## config.mk

```make
export PLATFORM = sky130hd
export DESIGN_NAME = adc_burst_reader
export DESIGN_NICKNAME = d
export VERILOG_FILES = /design/src/rtl/adcrd_pkg.sv /design/src/rtl/adcrd_sync.sv /design/src/rtl/adcrd_sclk_gen.sv /design/src/rtl/adcrd_shifter.sv /design/src/rtl/adcrd_guard.sv /design/src/rtl/adc_burst_reader.sv
export SDC_FILE = /design/constraint.sdc
export NUM_CORES = 1
export LEC_CHECK = 0
export ABC_AREA = 1
export BUFFER_PORTS_ARGS = -buffer_cell sky130_fd_sc_hd__buf_2
export CAP_MARGIN = 10
export CELL_PAD_IN_SITES_DETAIL_PLACEMENT = 0
export CELL_PAD_IN_SITES_GLOBAL_PLACEMENT = 1
export CORE_UTILIZATION = 39
export DETAILED_ROUTE_END_ITERATION = 8
export GPL_TIMING_DRIVEN = 0
export PLACE_DENSITY = 0.73
export SETUP_SLACK_MARGIN = 0.02
export SLEW_MARGIN = 20
export SYNTH_ARGS = -nofsm -noshare
export SYNTH_HDL_FRONTEND = slang
export SYNTH_SLANG_ARGS = --single-unit
```

## constraint.sdc

```tcl
create_clock -name clk -period 1.3 [get_ports clk]
set_input_delay 0.13 -clock clk [delete_from_list [all_inputs] [get_ports clk]]
set_output_delay 0.13 -clock clk [all_outputs]
set_load 0.01 [all_outputs]
```

## src/rtl/adcrd_pkg.sv

```systemverilog
package adcrd_pkg;
  typedef enum logic [1:0] {
    ST_IDLE   = 2'd0,
    ST_SETTLE = 2'd1,
    ST_BURST  = 2'd2
  } rd_state_e;
endpackage

```

## src/rtl/adcrd_sync.sv

```systemverilog
module adcrd_sync #(
  parameter int W = 2,
  parameter logic [W-1:0] RST_VAL = '0
) (
  input  logic         clk,
  input  logic         rst_n,
  input  logic [W-1:0] d_i,
  output logic [W-1:0] q_o
);
  for (genvar g = 0; g < W; g++) begin : g_bit
    logic meta_q, stab_q;
    always_ff @(posedge clk or negedge rst_n) begin
      if (!rst_n) begin
        meta_q <= RST_VAL[g];
        stab_q <= RST_VAL[g];
      end else begin
        meta_q <= d_i[g];
        stab_q <= meta_q;
      end
    end
    assign q_o[g] = stab_q;
  end
endmodule

```

## src/rtl/adcrd_sclk_gen.sv

```systemverilog
module adcrd_sclk_gen #(
  parameter int SCLK_HALF = 4,
  parameter int BITS      = 24
) (
  input  logic clk,
  input  logic rst_n,
  input  logic run_i,
  output logic sclk_o,
  output logic rise_o,
  output logic done_o
);
  localparam int HW = (SCLK_HALF > 1) ? $clog2(SCLK_HALF) : 1;
  localparam int NEDGE = 2 * BITS;
  localparam int EW = $clog2(NEDGE);

  logic [HW-1:0] half_q;
  logic [EW-1:0] edge_q;
  logic          sclk_q;
  logic          term;

  assign term = run_i && (half_q == HW'(SCLK_HALF - 1));

  always_ff @(posedge clk or negedge rst_n) begin
    if (!rst_n) begin
      half_q <= '0;
      edge_q <= '0;
      sclk_q <= 1'b0;
    end else if (!run_i) begin
      half_q <= '0;
      edge_q <= '0;
      sclk_q <= 1'b0;
    end else if (term) begin
      half_q <= '0;
      edge_q <= edge_q + 1'b1;
      sclk_q <= ~sclk_q;
    end else begin
      half_q <= half_q + 1'b1;
    end
  end

  assign sclk_o = sclk_q;
  assign rise_o = term && !sclk_q;
  assign done_o = term && (edge_q == EW'(NEDGE - 1));

  assert_stop_low_R1: assert property (@(posedge clk) disable iff (!rst_n)
    !run_i |=> !sclk_o);
  assert_done_on_fall_R4: assert property (@(posedge clk) disable iff (!rst_n)
    done_o |-> sclk_o);
endmodule

```

## src/rtl/adcrd_shifter.sv

```systemverilog
module adcrd_shifter #(
  parameter int BITS   = 24,
  parameter int WORD_W = 32
) (
  input  logic              clk,
  input  logic              rst_n,
  input  logic              clear_i,
  input  logic              rise_i,
  input  logic              bit_i,
  output logic              all_taken_o,
  output logic [WORD_W-1:0] word_o,
  output logic              valid_o
);
  localparam int CW  = $clog2(BITS + 1);
  localparam int PAD = WORD_W - BITS;

  logic [BITS-1:0]   sh_q;
  logic [BITS-1:0]   sh_next;
  logic [CW-1:0]     cnt_q;
  logic [WORD_W-1:0] word_q;
  logic              valid_q;
  logic              take;
  logic              last;

  assign sh_next = {sh_q[BITS-2:0], bit_i};
  assign take    = rise_i && (cnt_q < CW'(BITS));
  assign last    = take && (cnt_q == CW'(BITS - 1));

  always_ff @(posedge clk or negedge rst_n) begin
    if (!rst_n) begin
      sh_q    <= '0;
      cnt_q   <= '0;
      word_q  <= '0;
      valid_q <= 1'b0;
    end else begin
      valid_q <= last;
      if (clear_i) begin
        cnt_q <= '0;
      end else if (take) begin
        sh_q  <= sh_next;
        cnt_q <= cnt_q + 1'b1;
      end
      if (last) begin
        word_q <= {sh_next, {PAD{1'b0}}};
      end
    end
  end

  assign all_taken_o = (cnt_q == CW'(BITS));
  assign word_o      = word_q;
  assign valid_o     = valid_q;

  assert_no_extra_bit_R4: assert property (@(posedge clk) disable iff (!rst_n)
    rise_i |-> (cnt_q < CW'(BITS)));
  assert_valid_single_R8: assert property (@(posedge clk) disable iff (!rst_n)
    valid_o |=> !valid_o);
  if (PAD > 0) begin : g_pad_chk
    assert_pad_zero_R7: assert property (@(posedge clk) disable iff (!rst_n)
      valid_o |-> (word_o[PAD-1:0] == '0));
  end
endmodule

```

## src/rtl/adcrd_guard.sv

```systemverilog
module adcrd_guard #(
  parameter int MCLK_DIV   = 4,
  parameter int FRAME_MCLK = 64,
  parameter int GUARD_MCLK = 4
) (
  input  logic clk,
  input  logic rst_n,
  input  logic fall_i,
  input  logic pending_i,
  output logic overrun_o
);
  localparam int DW = (MCLK_DIV > 1) ? $clog2(MCLK_DIV) : 1;
  localparam int PW = $clog2(FRAME_MCLK + 1);
  localparam int LIMIT = FRAME_MCLK - GUARD_MCLK;

  logic [DW-1:0] div_q;
  logic [PW-1:0] per_q;
  logic          ovr_q;
  logic          tick;
  logic          in_window;

  assign tick      = (div_q == DW'(MCLK_DIV - 1));
  assign in_window = (per_q >= PW'(LIMIT));

  always_ff @(posedge clk or negedge rst_n) begin
    if (!rst_n) begin
      div_q <= '0;
      per_q <= PW'(FRAME_MCLK);
      ovr_q <= 1'b0;
    end else begin
      if (fall_i) begin
        div_q <= '0;
        per_q <= '0;
      end else if (tick) begin
        div_q <= '0;
        if (per_q < PW'(FRAME_MCLK)) per_q <= per_q + 1'b1;
      end else begin
        div_q <= div_q + 1'b1;
      end
      if (pending_i && (in_window || fall_i)) ovr_q <= 1'b1;
    end
  end

  assign overrun_o = ovr_q;

  assert_overrun_sticky_R10: assert property (@(posedge clk) disable iff (!rst_n)
    overrun_o |=> overrun_o);
  assert_overrun_cause_R10: assert property (@(posedge clk) disable iff (!rst_n)
    $rose(overrun_o) |-> $past(pending_i));
endmodule

```

## src/rtl/adc_burst_reader.sv

```systemverilog
module adc_burst_reader #(
  parameter int MCLK_DIV   = 4,
  parameter int SCLK_HALF  = 4,
  parameter int SETTLE_CYC = 2,
  parameter int BITS       = 24,
  parameter int WORD_W     = 32,
  parameter int FRAME_MCLK = 64,
  parameter int GUARD_MCLK = 4
) (
  input  logic              clk,
  input  logic              rst_n,
  input  logic              drdy_n,
  input  logic              sdata,
  output logic              sclk,
  output logic [WORD_W-1:0] word_data,
  output logic              word_valid,
  output logic              overrun
);
  import adcrd_pkg::*;

  localparam int SW = $clog2(SETTLE_CYC + 1);

  logic [1:0]    sync_q;
  logic          drdy_s, sdata_s, drdy_d;
  logic          fall;
  rd_state_e     state_q;
  logic [SW-1:0] settle_q;
  logic          run, rise, done, all_taken, pending;

  adcrd_sync #(.W(2), .RST_VAL(2'b10)) u_sync (
    .clk(clk), .rst_n(rst_n), .d_i({drdy_n, sdata}), .q_o(sync_q)
  );
  assign drdy_s  = sync_q[1];
  assign sdata_s = sync_q[0];

  always_ff @(posedge clk or negedge rst_n) begin
    if (!rst_n) drdy_d <= 1'b1;
    else        drdy_d <= drdy_s;
  end
  assign fall = drdy_d && !drdy_s;

  always_ff @(posedge clk or negedge rst_n) begin
    if (!rst_n) begin
      state_q  <= ST_IDLE;
      settle_q <= '0;
    end else begin
      case (state_q)
        ST_IDLE: if (fall) begin
          state_q  <= ST_SETTLE;
          settle_q <= '0;
        end
        ST_SETTLE: begin
          if (settle_q >= SW'(SETTLE_CYC - 1)) state_q <= ST_BURST;
          else settle_q <= settle_q + 1'b1;
        end
        ST_BURST: if (done) state_q <= ST_IDLE;
        default: state_q <= ST_IDLE;
      endcase
    end
  end

  assign run = (state_q == ST_BURST);

  adcrd_sclk_gen #(.SCLK_HALF(SCLK_HALF), .BITS(BITS)) u_sclk (
    .clk(clk), .rst_n(rst_n), .run_i(run),
    .sclk_o(sclk), .rise_o(rise), .done_o(done)
  );

  adcrd_shifter #(.BITS(BITS), .WORD_W(WORD_W)) u_shift (
    .clk(clk), .rst_n(rst_n), .clear_i(state_q == ST_SETTLE),
    .rise_i(rise), .bit_i(sdata_s), .all_taken_o(all_taken),
    .word_o(word_data), .valid_o(word_valid)
  );

  assign pending = (state_q != ST_IDLE) && !all_taken;

  adcrd_guard #(.MCLK_DIV(MCLK_DIV), .FRAME_MCLK(FRAME_MCLK),
                .GUARD_MCLK(GUARD_MCLK)) u_guard (
    .clk(clk), .rst_n(rst_n), .fall_i(fall), .pending_i(pending),
    .overrun_o(overrun)
  );

  assert_idle_sclk_low_R1: assert property (@(posedge clk) disable iff (!rst_n)
    (state_q != ST_BURST) |-> !sclk);
  assert_start_on_fall_R2: assert property (@(posedge clk) disable iff (!rst_n)
    (state_q == ST_IDLE && !fall) |=> (state_q == ST_IDLE));
  assert_settle_first_R3: assert property (@(posedge clk) disable iff (!rst_n)
    (state_q == ST_BURST && $past(state_q) == ST_SETTLE) |-> !sclk);
  assert_busy_ignores_R9: assert property (@(posedge clk) disable iff (!rst_n)
    (state_q == ST_BURST && fall) |=> (state_q != ST_SETTLE));
endmodule

```

==> flow_summary.json <==
{
  "outcome": "complete, but fails checks",
  "n_antenna_cell": 0,
  "cts.reportedPaths.clkPinSlew_ns": 0.09,
  "pwr-share-seq": 0.469,
  "gr-total-overflow": 0,
  "fin_cells": 548,
  "setup_violations": 42,
  "wl_per_cell_um": 12.57,
  "numCtsBuffers": 9,
  "synth-edff-count": 0,
  "drv_cap": 0,
  "post-route-period-util": 1.049,
  "yosys.cell_count.top_type": "nand2_1",
  "grt_pass1_vias": 2341,
  "numPlacedInstances": 502,
  "insertion_delay_ns": 0.36,
  "syn_inst": 359,
  "antenna_left": 0,
  "p_sw_frac": 0.2691,
  "tightest_slew_ns": 0.5441,
  "clockBufferDepth": 2,
  "first_pass_iters": 4,
  "place_congestion": 0.7225,
  "yosys.area.top_type": "dfrtp_1",
  "p_int_mw": 4.371,
  "clock_power_share": 0.376,
  "io_pins": 39,
  "p_leak_nw": 2.146,
  "portBuffers": 30,
  "rsz0062_at_grt": "yes",
  "hpwl_um": 4212,
  "worst_slack_ns": -0.06317,
  "synth_area_per_cell_um2": 9.424,
  "initial_core_util": 0.4077,
  "yosys_warnings": 0,
  "drive_above_1_share": 0.3679,
  "ys_types": 28,
  "required_ns": 1.55,
  "die_area_um2": 9052,
  "synth_seq_cells": 81,
  "synth_top_area_share": 0.5695,
  "cts_root_buf": "clkbuf_8",
  "routed_wl_um": 6889,
  "worstPathMaxFanout": 6,
  "crit_type": "flip-flop to flip-flop",
  "syn-cell-area_um2": 3383,
  "hold_viol": 0,
  "synth-main-ff-cell": "dfrtp_1",
  "clock_sinks": 81,
  "area_growth_pct": 33.03,
  "antenna_found_initial": 0,
  "p_comb_frac": 0.155,
  "power.density_nw_per_um2": 1329,
  "end_kind": "flip-flop",
  "finClkSkew_ns": 0.01485,
  "num_rows": 33,
  "worstPathArrival_ns": 1.62,
  "grt_pass1_wl_um": 11000,
  "async_flop_share": 1.000,
  "switching_power_mw": 1.609,
  "start_kind": "flip-flop",
  "ys_top_cells_by_count": "87 x nand2_1, 77 x dfrtp_1, 47 x inv_1",
  "cts_tree": "built",
  "grt_max_degree": 42,
  "drt_iter0_drc": 98,
  "clock.fmax_ghz": 0.7336,
  "core_um2": 8299,
  "finalCriticalPeriod_ns": 1.363,
  "die_h_um": 95.14,
  "hold_class": "input port to asynchronous set/reset pin",
  "violations": "setup timing",
  "die_x_um": 95.14,
  "yosysSeqAreaShare": 0.6006,
  "track_usage": 0.1609,
  "fin_nets": 449,
  "finalPower_mw": 5.980,
  "vias": 2566,
  "drt_drc_violations_left": 0,
  "max-slew-margin-rel": 0.6372,
  "slew_viol_final": 0,
  "via_per_inst": 4.682,
  "synth_area_leaders": "dfrtp_1 57%, nand2_1 9.7%, o21ai_0 5.5%, inv_1 5.2%, dfstp_2 3.1%",
  "htree_levels": 3,
  "peakVddDrop_mv": 0.6836
}
-- metal layers --
layer / up-vias / wire, um / GRT usage
met1: 1244 / 3428 / 0.2252
met3: 11 / 153 / 0.03110
met2: 28 / 3158 / 0.2363
met4: 0 / 148 / 0.08333
li1: 1283 / - / -
met5: - / 0 / 0
-- path summary, 6_finish.rpt --
check                                  startpoint                     end  slack, ns  cells past startpoint
min                                         rst_n        u_sclk.edge_q[2]       0.29                      2
min in group clk           u_sync.g_bit[1].meta_q  u_sync.g_bit[1].stab_q       0.35                      0
max reg2reg                            state_q[0]      u_shift.word_o[23]      -0.06                      8
max                                    state_q[0]      u_shift.word_o[23]      -0.06                      8
min reg2reg                u_sync.g_bit[1].meta_q  u_sync.g_bit[1].stab_q       0.35                      0
max in group asynchronous                   rst_n      u_shift.word_o[30]       0.41                      3
-- cell families (layout without fill, tap and decap cells) --
logic type	Yosys count	in the layout	synth area share
adders and majority gates	7	7	0.02589
DFF	81	81	0.6006
AOI/OAI and AO/OA	66	66	0.1047
muxes	1	1	0.002959
xor gates and xnor gates	2	2	0.005178
buffers and inverters	68	144	0.09283
and+or+nand+nor	133	134	0.1668
other	1	8	0.001108
-- critical path, stage by stage (launching register included) --
cell	delay (ns)
dfrtp_1	0.42
nor2_4	0.14
nand2_2	0.08
nor2_4	0.12
nand2_2	0.09
buf_8	0.15
clkbuf_16	0.16
nand2_2	0.04
o21ai_1	0.05
-- registers in the layout (all words and copies together) (netlist names) --
register and count:
u_shift.cnt_q 5, state_q 2, u_shift.word_o 24, u_shift.valid_o 1, u_sync.g_bit.stab_q 2, u_sclk.sclk_o 1, u_guard.div_q 2, drdy_d 1
u_sclk.edge_q 6, settle_q 2, u_guard.per_q 7, u_shift.sh_q 23, u_sync.g_bit.meta_q 2, u_guard.overrun_o 1, u_sclk.half_q 2
-- power groups by stage --
stage          clock network (mW)  logic, mW  registers [mW]
4_1_cts                      2.30      0.796            2.79
2_1_floorplan                   0      0.450            2.81
3_3_place_gp                    0      0.615            2.82
3_5_place_dp                    0      0.634            2.83
5_1_grt                      2.39       1.08            2.82
6_report                     2.25      0.925            2.81
-- layout by cell type (no fill, tap or decap), types with 2 or more instances in the layout --
master / n
nor2_2: 2
nor2_1: 15
nand2_2: 26
buf_4: 29
nand3_1: 14
buf_8: 6
o21ai_2: 14
ha_1: 4
nor2_4: 3
a21oi_1: 3
inv_1: 42
o21ai_1: 32
or2_2: 2
conb_1: 8
bufinv_16: 3
dfrtp_1: 77
ha_4: 2
nand2_4: 3
nand4_1: 4
nand2_1: 60
xnor2_1: 2
inv_2: 7
dfstp_2: 4
clkinv_4: 3
nand3_2: 3
clkbuf_8: 9
dlygate4sd3_1: 3
buf_6: 6
buf_2: 31
a21oi_2: 2
o21ai_0: 12
-- through the flow --
stage                     hold slack [ns]    util  TNS [ns]  area (um^2)  worst slack, ns
after floorplan                   -0.1656       -   -0.4782         3423         -0.03522
after global placement             0.2364  0.4464    -49.82         3705          -0.5482
after detailed placement           0.1531  0.4491    -8.112         3727          -0.2283
after CTS                          0.3012  0.5111    -1.627         4242         -0.05343
after global routing               0.3451  0.5423    -4.583         4501          -0.1260
final                              0.2924  0.5423    -1.347         4501         -0.06317
-- area by class of cell --
cell class / count / area, um^2
flip-flops and latches: 81 / 2032
well taps: 105 / 131.4
inverters: 49 / 183.9
clock buffers: 10 / 127.6
plain buffers: 19 / 202.7
multi-input cells: 218 / 1269
clock inverters: 6 / 116.4
fillers: 770 / 3799
repair buffers: 60 / 437.9
-- what timing repair did --
| item | in CTS | in global routing |
|---|---|---|
| gates cloned | 2 | 4 |
| pin swaps | 5 | 8 |
| gates resized for setup | 38 | 70 |
| hold buffers | 3 | 0 |
| setup buffers | 12 | 9 |
| endpoints found under the setup margin | 60 | 63 |
| endpoints found under the hold margin | 38 | 0 |
(Power assumes the default switching activity.)
